File: config.mk
export PLATFORM = sky130hd
export DESIGN_NAME = mdio_mgmt_engine
export DESIGN_NICKNAME = d
export VERILOG_FILES = /design/src/rtl/mgmt_frame_pkg.sv /design/src/rtl/mgmt_frame_ctrl.sv /design/src/rtl/mgmt_frame_datapath.sv /design/src/rtl/mdio_mgmt_engine.sv
export SDC_FILE = /design/constraint.sdc
export NUM_CORES = 1
export LEC_CHECK = 0
export BUFFER_PORTS_ARGS = -buffer_cell sky130_fd_sc_hd__buf_2
export CORE_MARGIN = 8
export CORE_UTILIZATION = 56
export DETAILED_ROUTE_END_ITERATION = 12
export PLACE_DENSITY = 0.85
export SETUP_SLACK_MARGIN = 0.3
export SYNTH_ARGS = -nofsm -noshare
export SYNTH_HDL_FRONTEND = slang
export SYNTH_SLANG_ARGS = --single-unit
File: constraint.sdc
create_clock -name clk -period 5.4 [get_ports clk]
set_input_delay 0.27 -clock clk [delete_from_list [all_inputs] [get_ports clk]]
set_output_delay 0.27 -clock clk [all_outputs]
set_load 0.01 [all_outputs]
File: src/rtl/mgmt_frame_pkg.sv
package mgmt_frame_pkg;
  localparam int unsigned WORD_W       = 32;
  localparam int unsigned PREAMBLE_LEN = 32;
  localparam int unsigned TOTAL_BITS   = PREAMBLE_LEN + WORD_W;
  localparam int unsigned BIT_W        = $clog2(TOTAL_BITS);
  localparam int unsigned IDX_W        = $clog2(WORD_W);
  localparam int unsigned DATA_W       = 16;
  // mdc period index where the turnaround and the data begin
  localparam int unsigned TA_START     = TOTAL_BITS - DATA_W - 2;
  localparam int unsigned DATA_START   = TOTAL_BITS - DATA_W;
  localparam int unsigned OP_HI        = 29;
  localparam int unsigned OP_LO        = 28;
  localparam logic [1:0]  OP_READ      = 2'b10;
  localparam logic [1:0]  OP_WRITE     = 2'b01;

  typedef struct packed {
    logic             active;
    logic             load;
    logic             capture;
    logic [BIT_W-1:0] bitIdx;
  } mgmt_strobe_t;
endpackage

File: src/rtl/mgmt_frame_ctrl.sv
module mgmt_frame_ctrl
  import mgmt_frame_pkg::*;
#(
  parameter int unsigned DIV_BASE_SHIFT = 2,
  parameter int unsigned DIVSEL_W       = 2
) (
  input  logic                clk,
  input  logic                rstN,
  input  logic                regWrEn,
  input  logic                portEnable,
  input  logic [DIVSEL_W-1:0] divSel,
  output mgmt_strobe_t        strb,
  output logic                mdc,
  output logic                idle
);
  localparam int unsigned CNT_W = DIV_BASE_SHIFT + (2 ** DIVSEL_W) - 1;

  logic                running;
  logic                mdcQ;
  logic [CNT_W-1:0]    divCnt;
  logic [BIT_W-1:0]    bitIdx;
  logic [DIVSEL_W-1:0] divSelQ;
  logic [CNT_W-1:0]    halfLast;
  logic                halfDone;

  always_comb begin
    halfLast = CNT_W'((32'd1 << (DIV_BASE_SHIFT + 32'(divSelQ))) - 32'd1);
    halfDone = (divCnt == halfLast);
  end

  always_ff @(posedge clk) begin
    if (!rstN) begin
      running <= 1'b0;
      mdcQ    <= 1'b0;
      divCnt  <= '0;
      bitIdx  <= '0;
      divSelQ <= '0;
    end else if (!running) begin
      if (regWrEn && portEnable) begin
        running <= 1'b1;
        mdcQ    <= 1'b0;
        divCnt  <= '0;
        bitIdx  <= '0;
        divSelQ <= divSel;
      end
    end else if (!portEnable) begin
      running <= 1'b0;
      mdcQ    <= 1'b0;
      divCnt  <= '0;
    end else if (halfDone) begin
      divCnt <= '0;
      if (!mdcQ) begin
        mdcQ <= 1'b1;
      end else begin
        mdcQ <= 1'b0;
        if (bitIdx == BIT_W'(TOTAL_BITS - 1)) running <= 1'b0;
        else bitIdx <= bitIdx + 1'b1;
      end
    end else begin
      divCnt <= divCnt + 1'b1;
    end
  end

  always_comb begin
    strb.active  = running;
    strb.load    = !running && regWrEn;
    strb.capture = running && portEnable && !mdcQ && halfDone;
    strb.bitIdx  = bitIdx;
    mdc          = mdcQ;
    idle         = !running;
  end

  a_r2_start_goes_busy: assert property (@(posedge clk) disable iff (!rstN)
    (idle && regWrEn && portEnable) |=> !idle);
  a_r9_disabled_no_start: assert property (@(posedge clk) disable iff (!rstN)
    (idle && !portEnable) |=> (idle && !mdc));
  a_r10_abort_to_idle: assert property (@(posedge clk) disable iff (!rstN)
    (!idle && !portEnable) |=> (idle && !mdc));
endmodule

File: src/rtl/mgmt_frame_datapath.sv
module mgmt_frame_datapath
  import mgmt_frame_pkg::*;
(
  input  logic              clk,
  input  logic              rstN,
  input  mgmt_strobe_t      strb,
  input  logic              wrEn,
  input  logic [WORD_W-1:0] wrData,
  input  logic              mdioIn,
  output logic [WORD_W-1:0] mgmtReg,
  output logic              mdioOut,
  output logic              mdioOe
);
  logic             isRead;
  logic [IDX_W-1:0] wordIdx;
  logic             inPreamble;

  always_comb begin
    isRead     = (mgmtReg[OP_HI:OP_LO] == OP_READ);
    wordIdx    = IDX_W'(WORD_W - 1) - IDX_W'(strb.bitIdx);
    inPreamble = (strb.bitIdx < BIT_W'(PREAMBLE_LEN));
  end

  always_ff @(posedge clk) begin
    if (!rstN) begin
      mgmtReg <= '0;
    end else if (strb.load) begin
      mgmtReg <= wrData;
    end else if (strb.capture && isRead && (strb.bitIdx >= BIT_W'(DATA_START))) begin
      mgmtReg[wordIdx] <= mdioIn;
    end
  end

  always_comb begin
    mdioOe  = strb.active && !(isRead && (strb.bitIdx >= BIT_W'(TA_START)));
    mdioOut = (!strb.active || inPreamble) ? 1'b1 : mgmtReg[wordIdx];
  end

  a_r7_upper_half_kept: assert property (@(posedge clk) disable iff (!rstN)
    strb.active |=> $stable(mgmtReg[WORD_W-1:DATA_W]));
  a_r8_busy_write_ignored: assert property (@(posedge clk) disable iff (!rstN)
    (strb.active && wrEn && !strb.capture) |=> $stable(mgmtReg));
endmodule

File: src/rtl/mdio_mgmt_engine.sv
module mdio_mgmt_engine
  import mgmt_frame_pkg::*;
#(
  parameter int unsigned DIV_BASE_SHIFT = 2,
  parameter int unsigned DIVSEL_W       = 2
) (
  input  logic                clk,
  input  logic                rstN,
  input  logic                regWrEn,
  input  logic [31:0]         regWrData,
  input  logic                portEnable,
  input  logic [DIVSEL_W-1:0] divSel,
  output logic [31:0]         mgmtReg,
  output logic                idle,
  output logic                mdc,
  output logic                mdioOut,
  output logic                mdioOe,
  input  logic                mdioIn
);
  mgmt_strobe_t strb;

  mgmt_frame_ctrl #(
    .DIV_BASE_SHIFT(DIV_BASE_SHIFT),
    .DIVSEL_W      (DIVSEL_W)
  ) ctrl_i (
    .clk       (clk),
    .rstN      (rstN),
    .regWrEn   (regWrEn),
    .portEnable(portEnable),
    .divSel    (divSel),
    .strb      (strb),
    .mdc       (mdc),
    .idle      (idle)
  );

  mgmt_frame_datapath dp_i (
    .clk    (clk),
    .rstN   (rstN),
    .strb   (strb),
    .wrEn   (regWrEn),
    .wrData (regWrData),
    .mdioIn (mdioIn),
    .mgmtReg(mgmtReg),
    .mdioOut(mdioOut),
    .mdioOe (mdioOe)
  );
endmodule

==> results of run 1 <==
[cell usage in the layout (no fill, tap or decap), types with 2 or more instances in the layout]
cell type	instances
a31oi_1	6
o21a_1	16
nand2b_1	3
nand3b_1	2
nand3_1	14
nor3_1	15
a32oi_1	9
nor2_1	8
nor4_1	4
mux2_2	2
nand2_1	60
and2_1	4
mux2i_1	16
clkbuf_8	5
nor4_2	2
dfxtp_1	47
o211ai_1	2
buf_2	74
nand4_1	3
ha_1	5
or3_1	2
or4_1	2
inv_1	10
a21oi_1	28
mux4_2	7
o21ai_0	2
[synthesized netlist by cell type (2+ instances only)]
| cell | count |
|---|---|
| nand2_1 | 60 |
| dfxtp_1 | 47 |
| a21oi_1 | 28 |
| mux2i_1 | 16 |
| o21a_1 | 16 |
| nor3_1 | 15 |
| clkbuf_1 | 14 |
| nand3_1 | 14 |
| inv_1 | 10 |
| a32oi_1 | 9 |
| nor2_1 | 8 |
| mux4_2 | 7 |
| a31oi_1 | 6 |
| ha_1 | 5 |
| and2_1 | 4 |
| nor4_1 | 4 |
| buf_2 | 3 |
| nand2b_1 | 3 |
| nand4_1 | 3 |
| buf_1 | 2 |
| buf_4 | 2 |
| mux2_2 | 2 |
| nand3b_1 | 2 |
| nor2b_1 | 2 |
| nor4_2 | 2 |
| o211ai_1 | 2 |
| o21ai_0 | 2 |
| or3_1 | 2 |
| or4_1 | 2 |
[power by group]
group | total (mW) | internal, mW | switching [mW]
clock network | 0.268 | 0.140 | 0.127
logic | 0.0995 | 0.0458 | 0.0537
registers | 0.375 | 0.362 | 0.0130
total | 0.742 | 0.548 | 0.194
[area by class of cell]
type / count / area [sq um]
multi-input cells: 234 / 1570
fillers: 389 / 1520
flip-flops and latches: 47 / 941
repair buffers: 75 / 378
clock buffers: 5 / 68.8
well taps: 54 / 67.6
clock inverters: 3 / 47.5
inverters: 11 / 41.3
[worst max-delay path by stage]
stage | startpoint | end | depth (start not counted)
after floorplan | ctrl_i.divCnt[0] | dp_i.mgmtReg[14] | 7
after global placement | ctrl_i.running | dp_i.mgmtReg[2] | 5
after detailed placement | ctrl_i.running | dp_i.mgmtReg[13] | 5
after CTS | ctrl_i.bitIdx[0] | mdioOut | 6
after global routing | ctrl_i.bitIdx[0] | mdioOut | 6
final | ctrl_i.bitIdx[0] | mdioOut | 6
[state kept, by name, indices dropped and copies added (netlist names)]
signal	flops
ctrl_i.running	1
ctrl_i.mdc	1
ctrl_i.divCnt	5
ctrl_i.divSelQ	2
dp_i.mgmtReg	32
ctrl_i.bitIdx	6
[cells by family after synthesis]
kind of cell / after synthesis
compound gates: 75
xor+xnor: 1
fa+ha+maj: 5
buf+inv: 32
flops: 47
mux: 25
simple gates: 128
[metrics by stage]
| stage | instance area, sq um | worst slack [ps] | instances | power (mW) | hold WS [ps] |
|---|---|---|---|---|---|
| 2_1_floorplan | 2640 | 3520 | 313 | 0.440 | 406 |
| 3_3_place_gp | 3000 | 2970 | 421 | 0.479 | 453 |
| 3_5_place_dp | 3000 | 2880 | 421 | 0.482 | 461 |
| 4_1_cts | 3110 | 2590 | 429 | 0.747 | 185 |
| 5_1_grt | 3110 | 2440 | 429 | 0.773 | 179 |
| 6_report | 3110 | 2600 | 429 | 0.742 | 190 |
[worst register-to-register path: cells and delay by family (launching register included)]
family	cells	cell delay (ps)
AO/OA/AOI/OAI	3	1030
flip-flops	1	450
AND/OR/NAND/NOR	2	1030
[routing by layer]
metal  part of all wire  wire, microns  up-vias
met3              0.080            607       21
met4              0.021            160        0
li1                   -              -     1262
met5                  0              0        -
met1               0.42           3200     1237
met2               0.47           3590      154
==> results by group, run 1 <==
Outcome
  • Status: completed

Setup path
  • Worst path arrival time: 2530 ps
  • Critical path type: reg2out
  • Element type at the critical path start: register
  • Crit path cell chain: mux4_2 > nand2b_1 > o311ai_0 > o311a_1 > o211ai_1 > buf_2
  • CP top delay family: flip-flops
  • Endpoint type of the worst setup path: output pin
  • CP Max Fanout: 14
  • Crit path largest cell delay: 850 ps
  • Path depth of the worst reg2reg path: 5
  • Slack of the worst reg-to-reg path: 2790 ps
  • Required time of the critical path: 5130 ps
  • Reg2Reg Launch Point: ctrl_i.running
  • R2R Path End: dp_i.mgmtReg[13]
  • Slowest cell on crit path: dfxtp_1
  • CP bufs+invs: 1

Logic synthesis
  • Synth async-reset ratio: 0
  • Compound-Gate Fraction of Synth Area: 0.200
  • Ys flop type: dfxtp_1
  • Synthesized net count: 357
  • Mux cell area share after synthesis: 0.129
  • Post-synth top area share: 0.357
  • Adder-Cell Fraction of Synth Area: 0.0237
  • Sequential-to-total area share from yosys stat: 0.357
  • Top cells by area, synth: dfxtp_1 (36%), nand2_1 (8.5%), mux2i_1 (6.1%), mux4_2 (6.0%), a21oi_1 (5.3%)
  • Syn Area/Cell: 8.43 sq um
  • Post-Synthesis Cells: 313
  • Synth Area in Simple Gates: 0.238
  • Post-synthesis xor/xnor area fraction: 0.00332
  • Post-synthesis cell area: 2640 sq um
  • Synth unique cells: 50
  • Post-synth EDFFs: 0
  • Yosys reg bits: 47
  • Synth warn: 0
  • Area leader, netlist: dfxtp_1
  • Largest family of logic cells by synthesized area: simple AND/OR/NAND/NOR gates

GRT
  • Vias in the first global route: 2508
  • Initial antenna violation count: 0
  • First-pass GRT wire length: 12200 microns
  • All-Layer GR Usage: 0.207
  • Met3 Track Usage GR: 0.0478
  • Met2 usage: 0.328
  • Met1 Track Usage GR: 0.266
  • Largest net degree at the start of global routing: 34
  • Grt total ovfl: 0
  • Most Crowded Layer GR: met2

Job
  • MaxCap Viol Count: 0

Route
  • DRT iter0 DRCs: 328
  • TritonRoute pass-1 iters: 5
  • Final wirelength: 7560 microns
  • DR WL/cell: 17.6 microns
  • Post-route ant nets: 0
  • Via count: 2674
  • Vias per cell: 6.23
  • Drt drc: 0

Floorplan
  • Die Span Y: 84.6 microns
  • Core Region: 4630 sq um
  • Cell row count: 25
  • Die footprint: 7160 sq um
  • Total I/O pin count: 75
  • Horiz. Die Dim: 84.6 microns
  • Initial Util: 0.570

CTS
  • Clock Path Buffers: 2
  • H-tree levels: 2
  • Num CTS Buffers: 5
  • CTS tree: built
  • Clock Tree Root: clkbuf_8
  • PostCTS Resize Cnt: 0
  • Clk slew on worst S/H paths: 90 ps
  • Hold-fix buffers, CTS: 0
  • Clk sinks: 47
  • Worst skew pair latency: 310 ps
  • Post-CTS Setup Bufs: 0

Power
  • VDD IR-drop max: 130 uV
  • Pleak: 1.31 nW
  • P per Cell Area: 238 nW/um^2

Timing
  • Fmax: 0.358 GHz
  • Final setup violation count: 0
  • TNS Setup: 0 ps
  • Tcrit/Tclk final: 0.518
  • Fin. max-slew vios: 0
  • Final Hold Vio Count: 0
  • Worst Skew: 8.50 ps
  • RSZ-0062 raised after global routing: no
  • Crit path time final: 2800 ps
  • Rel. slew slack: 0.372
  • Worst Max-Slew Pin Slew: 943 ps

Min path
  • Hold path cells: 3
  • Worst hold path type: in2reg
  • Hold endpoint: ctrl_i.divSelQ[0]
  • Hold_sp: divSel[0]

Final layout
  • Area Overhead vs Synth: 18.0%
  • Share of cells above drive strength 1: 0.272
  • Inserted Diodes: 0
  • Post-layout util: 0.672
  • Fin nets: 418

Place
  • DP HPWL: 5420 microns
  • GP Congestion: 0.943
  • Number of buffers added on ports: 74
(Power assumes the default switching activity.)
==> inputs of run 2 (changes only) <==
--- a/config.mk
+++ b/config.mk
@@ -7,9 +7,9 @@
 export LEC_CHECK = 0
 export BUFFER_PORTS_ARGS = -buffer_cell sky130_fd_sc_hd__buf_2
 export CORE_MARGIN = 8
-export CORE_UTILIZATION = 56
+export CORE_UTILIZATION = 47
 export DETAILED_ROUTE_END_ITERATION = 12
-export PLACE_DENSITY = 0.85
+export PLACE_DENSITY = 0.76
 export SETUP_SLACK_MARGIN = 0.3
 export SYNTH_ARGS = -nofsm -noshare
 export SYNTH_HDL_FRONTEND = slang
==> constraint.sdc (replaced) <==
create_clock -name clk -period 2.35 [get_ports clk]
set_input_delay 0.1175 -clock clk [delete_from_list [all_inputs] [get_ports clk]]
set_output_delay 0.1175 -clock clk [all_outputs]
set_load 0.01 [all_outputs]
==> run 2 against run 1 <==
Net effect:
- first-iteration DRC count fell by 32%
- largest cell class unchanged
- wire length grew 8.3%
- sequential power grew 130%
- total power rose by 110%
- worst hold slack got worse by 150 ps
- clock power grew 77%
==> results by group, run 2 (same netlist as run 1, synthesis figures left out) <==
Outcome
  • Status: completed

Timing
  • Final Hold Vio Count: 0 (unchanged)
  • TNS Setup: 0 ps (unchanged)
  • Rel. slew slack: 0.616 (+0.244)
  • Final setup violation count: 0 (unchanged)
  • Tcrit/Tclk final: 0.863
  • RSZ-0062 raised after global routing: yes
  • Fin. max-slew vios: 0 (unchanged)
  • Worst Skew: 5.31 ps (-3.20 ps)
  • Setup ws final: 323 ps (-2280 ps)
  • Fmax: 0.493 GHz
  • Worst Max-Slew Pin Slew: 576 ps (-367 ps)
  • Crit path time final: 2030 ps

Place
  • Number of buffers added on ports: 74 (unchanged)
  • GP Congestion: 0.932 (-1.2%)
  • Placed instance area: 3100 sq um (+3.4%)
  • Pre-CTS WS: 242 ps (-2640 ps)
  • DP HPWL: 5910 microns (+9.1%)
  • Placed insts: 448 (+6.4%)

Route
  • Drt drc: 0 (unchanged)
  • Wire length on met1: 3420 microns (+6.7%)
  • DR WL/cell: 17.7 microns (+0.77%)
  • Routed wl met3: 743 microns (+22%)
  • Top layer in use: met4
  • Via count: 2730 (+2.1%)
  • Final wirelength: 8180 microns (+8.3%)
  • Met2 wire len: 3840 microns (+7.0%)
  • DRT iter0 DRCs: 222 (-32%)
  • Post-route ant nets: 0 (unchanged)
  • TritonRoute pass-1 iters: 5 (unchanged)
  • Vias per cell: 5.92 (-5.0%)

Setup path
  • Endpoint type of the worst setup path: output pin
  • Reg2Reg Launch Point: ctrl_i.divCnt[0]
  • Element type at the critical path start: register
  • CP Max Fanout: 6 (-8)
  • Worst path arrival time: 1910 ps (-620 ps)
  • Critical path type: reg2out
  • Worst setup path start: ctrl_i.bitIdx[0]
  • Slack of the worst reg-to-reg path: 330 ps (-2460 ps)
  • Required time of the critical path: 2230 ps (-2900 ps)

Floorplan
  • Horiz. Die Dim: 90.9 microns (+7.4%)
  • Core Region: 5470 sq um (+18%)
  • Total I/O pin count: 75 (unchanged)
  • Initial Util: 0.482 (-0.0878)
  • Die footprint: 8270 sq um (+15%)
  • Die Span Y: 90.9 microns (+7.4%)
  • Cell row count: 27 (+8.0%)

Final layout
  • Commonest non-fill, non-tap cell in the layout: buf_2
  • Area Overhead vs Synth: 25.6%
  • FILL cells: 497 (+28%)
  • Biggest register: dp_i.mgmtReg
  • Post-route cell area: 3310 sq um (+6.5%)
  • Commonest cells after routing, fill and taps aside: buf_2 (74), nand2_1 (60), dfxtp_1 (43)
  • Inserted Diodes: 0 (unchanged)
  • Final cell count without fillers: 461 (+7.5%)
  • Max FFs per register: 32 (unchanged)
  • Fin nets: 432 (+3.3%)
  • Largest regs: dp_i.mgmtReg (32), ctrl_i.bitIdx (6), ctrl_i.divCnt (5)
  • Share of cells above drive strength 1: 0.326 (+0.0545)

CTS
  • Hold-fix buffers, CTS: 0 (unchanged)
  • CTS tree: built
  • Clock Tree Root: clkbuf_8
  • H-tree levels: 2 (unchanged)
  • Worst skew pair latency: 300 ps (about the same)
  • Clk sinks: 47 (unchanged)
  • Clk slew on worst S/H paths: 80 ps (about the same)
  • Clock Path Buffers: 2 (unchanged)
  • Num CTS Buffers: 5 (unchanged)

Power
  • P per Cell Area: 476 nW/um^2 (+100%)
  • Pleak: 1.36 nW (+4.5%)
  • VDD IR-drop max: 307 uV (+140%)
  • Pwr Total: 1.58 mW (+110%)

GRT
  • Vias in the first global route: 2761 (+10%)
  • Grt total ovfl: 0 (unchanged)
  • Largest net degree at the start of global routing: 25 (-26%)
  • Initial antenna violation count: 0 (unchanged)
  • First-pass GRT wire length: 13300 microns (+8.9%)
  • All-Layer GR Usage: 0.192 (-0.0153)

Job
  • MaxCap Viol Count: 0 (unchanged)

Min path
  • Worst hold path type: in2reg
  • Hold_sp: regWrData[25]
-- run 2: changes by cell type in the layout (fill, tap and decap cells not counted), sizes merged --
cell / change
a2111o: +1
buf: +13
clkbuf: +2
inv: -1
bufinv: -1
-- run 2: what timing repair did --
item,in CTS,in global routing
hold endpoints to repair,0,0
buffers inserted,2,2
setup endpoints to repair,17,23
gates cloned,1,0
gates resized for setup,7,14
pin swaps,1,3
-- run 2: final cells by class --
cell class                 count  area (sq um)  share of cell area
clock buffer                   7          76.3              0.0230
multi-input combinational    235          1670               0.502
inverter                      11          41.3              0.0125
sequential                    47           948               0.286
timing repair buffer          88           488               0.147
clock inverter                 1          5.00             0.00151
tap                           72          90.1              0.0272
-- run 2: metal layers --
metal | global-route usage | vias up
met4 | 0.0723 | 0
met5 | 0 | -
met1 | 0.232 | 1268
li1 | - | 1299
met3 | 0.0609 | 22
met2 | 0.311 | 141
-- run 2: report_power, final --
group          switching [mW]  internal, mW
sequential             0.0338         0.831
combinational           0.127         0.112
clock                   0.265         0.209
-- run 2: critical path, cell delays in order, from the launching register on --
cell and delay [ps]:
dfxtp_4 400, mux4_2 510, nand2b_4 160, o311ai_4 60, o311a_1 200, o211ai_1 110
buf_2 170
-- run 2: path summary, 6_finish.rpt --
kind | cells after the start | endpoint
hold / removal | 3 | dp_i.mgmtReg[25]
hold reg to reg | 2 | dp_i.mgmtReg[23]
setup / recovery | 6 | mdioOut
setup reg to reg | 6 | dp_i.mgmtReg[6]
-- run 2: through the flow --
step	utilization	hold WS, ps
after global placement	0.566	349
after CTS	0.592	38.3
after global routing	0.606	33.5
after floorplan	-	253
after detailed placement	0.566	363
final	0.606	42.0
==> inputs of run 3 (changes only) <==
--- a/config.mk
+++ b/config.mk
@@ -9,6 +9,7 @@
 export CORE_MARGIN = 8
 export CORE_UTILIZATION = 47
 export DETAILED_ROUTE_END_ITERATION = 12
+export HOLD_SLACK_MARGIN = 0.08
 export PLACE_DENSITY = 0.76
 export SETUP_SLACK_MARGIN = 0.3
 export SYNTH_ARGS = -nofsm -noshare
==> run 3 against run 2 <==
Net effect:
- critical path depth is the same
- maximum frequency shrank 0.36%
- total power grew 1.5%
==> results by group, run 3 (same netlist as run 1, synthesis figures left out) <==
Setup path
  • Crit path largest cell delay: 590 ps (+80 ps)
  • Critical path type: reg2reg
  • Path depth of the worst reg2reg path: 6 (unchanged)
  • Crit path cell chain: ha_2 > and2_1 > nand4_4 > a2111o_2 > nor3_1 > o21a_1
  • Required time of the critical path: 2600 ps (+370 ps)
  • Slowest cell on crit path: a2111o_2
  • Element type at the critical path start: register
  • CP Max Fanout: 8 (+2)
  • Worst path arrival time: 2280 ps (+370 ps)
  • Endpoint type of the worst setup path: register

CTS
  • Clock Path Buffers: 2 (unchanged)
  • CTS tree: built
  • Clock Tree Root: clkbuf_8
  • H-tree levels: 2 (unchanged)
  • Clk sinks: 47 (unchanged)
  • Clk slew on worst S/H paths: 80 ps (about the same)
  • Num CTS Buffers: 5 (unchanged)
  • Worst skew pair latency: 300 ps (about the same)

Final layout
  • Inserted Diodes: 0 (unchanged)
  • Commonest cells after routing, fill and taps aside: buf_2 (74), nand2_1 (60), dfxtp_1 (43)
  • Share of cells above drive strength 1: 0.312 (-0.0144)
  • Area Overhead vs Synth: 32.4%
  • Biggest register: dp_i.mgmtReg
  • Commonest non-fill, non-tap cell in the layout: buf_2
  • Max FFs per register: 32 (unchanged)
  • Post-layout util: 0.639 (+0.0329)
  • Post-route cell area: 3490 sq um (+5.4%)
  • Fin nets: 450 (+4.2%)
  • Largest regs: dp_i.mgmtReg (32), ctrl_i.bitIdx (6), ctrl_i.divCnt (5)

GRT
  • First-pass GRT wire length: 13900 microns (+4.7%)
  • Initial antenna violation count: 0 (unchanged)
  • Largest net degree at the start of global routing: 25 (unchanged)
  • Vias in the first global route: 2882 (+4.4%)
  • All-Layer GR Usage: 0.202 (+0.00965)
  • Grt total ovfl: 0 (unchanged)

Floorplan
  • Die footprint: 8270 sq um (unchanged)
  • Die Span Y: 90.9 microns (unchanged)
  • Initial Util: 0.482 (unchanged)
  • Core Region: 5470 sq um (unchanged)
  • Cell row count: 27 (unchanged)
  • Horiz. Die Dim: 90.9 microns (unchanged)
  • Total I/O pin count: 75 (unchanged)

Power
  • Internal Pwr Total: 1.17 mW (+1.7%)
  • Switching power: 0.431 mW (+1.1%)
  • Logic gate share of total power: 0.165 (+0.013)
  • P per Cell Area: 459 nW/um^2 (-3.7%)
  • Clock group share of total power: 0.295 (-0.006)
  • VDD IR-drop max: 314 uV (+2.4%)
  • Pleak: 1.44 nW (+5.5%)
  • Switching share of power: 0.269 (-0.00107)
  • Sequential power share: 0.539 (-0.009)

Place
  • Placed instance area: 3100 sq um (unchanged)
  • GP Congestion: 0.932 (unchanged)
  • DP HPWL: 5910 microns (unchanged)
  • Number of buffers added on ports: 74 (unchanged)

Route
  • Drt drc: 0 (unchanged)
  • Wire length on met1: 3390 microns (-0.79%)
  • Final wirelength: 8500 microns (+3.9%)
  • DRT iter0 DRCs: 225 (+1.4%)
  • DR WL/cell: 17.7 microns (about the same)
  • Top layer in use: met4
  • Met2 wire len: 4030 microns (+5.2%)
  • Routed wl met3: 878 microns (+18%)
  • Vias per cell: 5.81 (-1.9%)
  • Via count: 2782 (+1.9%)
  • Post-route ant nets: 0 (unchanged)
  • TritonRoute pass-1 iters: 4 (-1)

Timing
  • Fmax: 0.492 GHz (-0.36%)
  • Final setup violation count: 0 (unchanged)
  • Final Hold Vio Count: 0 (unchanged)
  • Worst Skew: 6.50 ps (+1.19 ps)
  • Hold_ws: 103 ps (+60.5 ps)
  • RSZ-0062 raised after global routing: yes
  • Crit path time final: 2030 ps (+7.22 ps)
  • Worst Max-Slew Pin Slew: 586 ps (+10.4 ps)
  • Rel. slew slack: 0.609 (-0.00693)
  • Fin. max-slew vios: 0 (unchanged)
  • TNS Setup: 0 ps (unchanged)
  • Tcrit/Tclk final: 0.866 (+0.00307)

Min path
  • Hold path cells: 2 (-1)
  • Worst hold path type: in2reg

Job
  • MaxCap Viol Count: 0 (unchanged)

Outcome
  • Status: completed
## run 3: cell types whose count changed in the layout (fill, tap and decap cells not counted)
cell and change:
dlygate4sd3_1 +18
## run 3: layer usage
metal | global-route usage | vias up
li1 | - | 1333
met1 | 0.233 | 1286
met2 | 0.339 | 142
met3 | 0.0667 | 21
met4 | 0.0723 | 0
met5 | 0 | -
## run 3: worst max-delay path: cells and delay by family, from the launching register on
kind                     cells  cell delay, ps
AND/OR/NAND/NOR              3             640
adder cells (fa/ha/maj)      1             240
AO/OA/AOI/OAI                2             720
flip-flops                   1             370
## run 3: power by group through the flow
| stage | Clock [mW] | Sequential [mW] | Combinational (mW) |
|---|---|---|---|
| floorplan | 0 | 0.890 | 0.122 |
| global placement | 0 | 0.882 | 0.231 |
| detailed placement | 0 | 0.883 | 0.235 |
| CTS | 0.483 | 0.864 | 0.260 |
| global route | 0.530 | 0.869 | 0.291 |
| finish | 0.474 | 0.865 | 0.265 |
## run 3: what timing repair did
item                                   CTS  global route
setup buffers                            2             2
endpoints found under the hold margin   18             0
gates resized for setup                  7            14
pin swaps                                1             3
setup endpoints to repair               17            23
hold buffers                            18             0
gates cloned                             1             0
## run 3: per-stage QoR
step | setup WS [ps] | cells | power, mW
after global placement | 330 | 448 | 1.11
after floorplan | 473 | 313 | 1.01
after detailed placement | 242 | 448 | 1.12
final | 316 | 479 | 1.60
after CTS | 285 | 477 | 1.61
after global routing | 228 | 479 | 1.69
## run 3: area by class of cell
cell class / instances / area, sq um
clock buffers: 7 / 76.3
clock inverters: 1 / 5.00
fillers: 469 / 1980
inverters: 11 / 41.3
multi-input cells: 235 / 1670
flip-flops and latches: 47 / 948
well taps: 72 / 90.1
repair buffers: 106 / 668
## run 3: final timing paths
path                            slack [ps]              from          endpoint
worst min register to register         470  dp_i.mgmtReg[23]  dp_i.mgmtReg[23]
worst max-delay path                   320  ctrl_i.divCnt[0]   dp_i.mgmtReg[6]
worst max register to register         320  ctrl_i.divCnt[0]   dp_i.mgmtReg[6]
worst min-delay path                   100        portEnable    ctrl_i.running
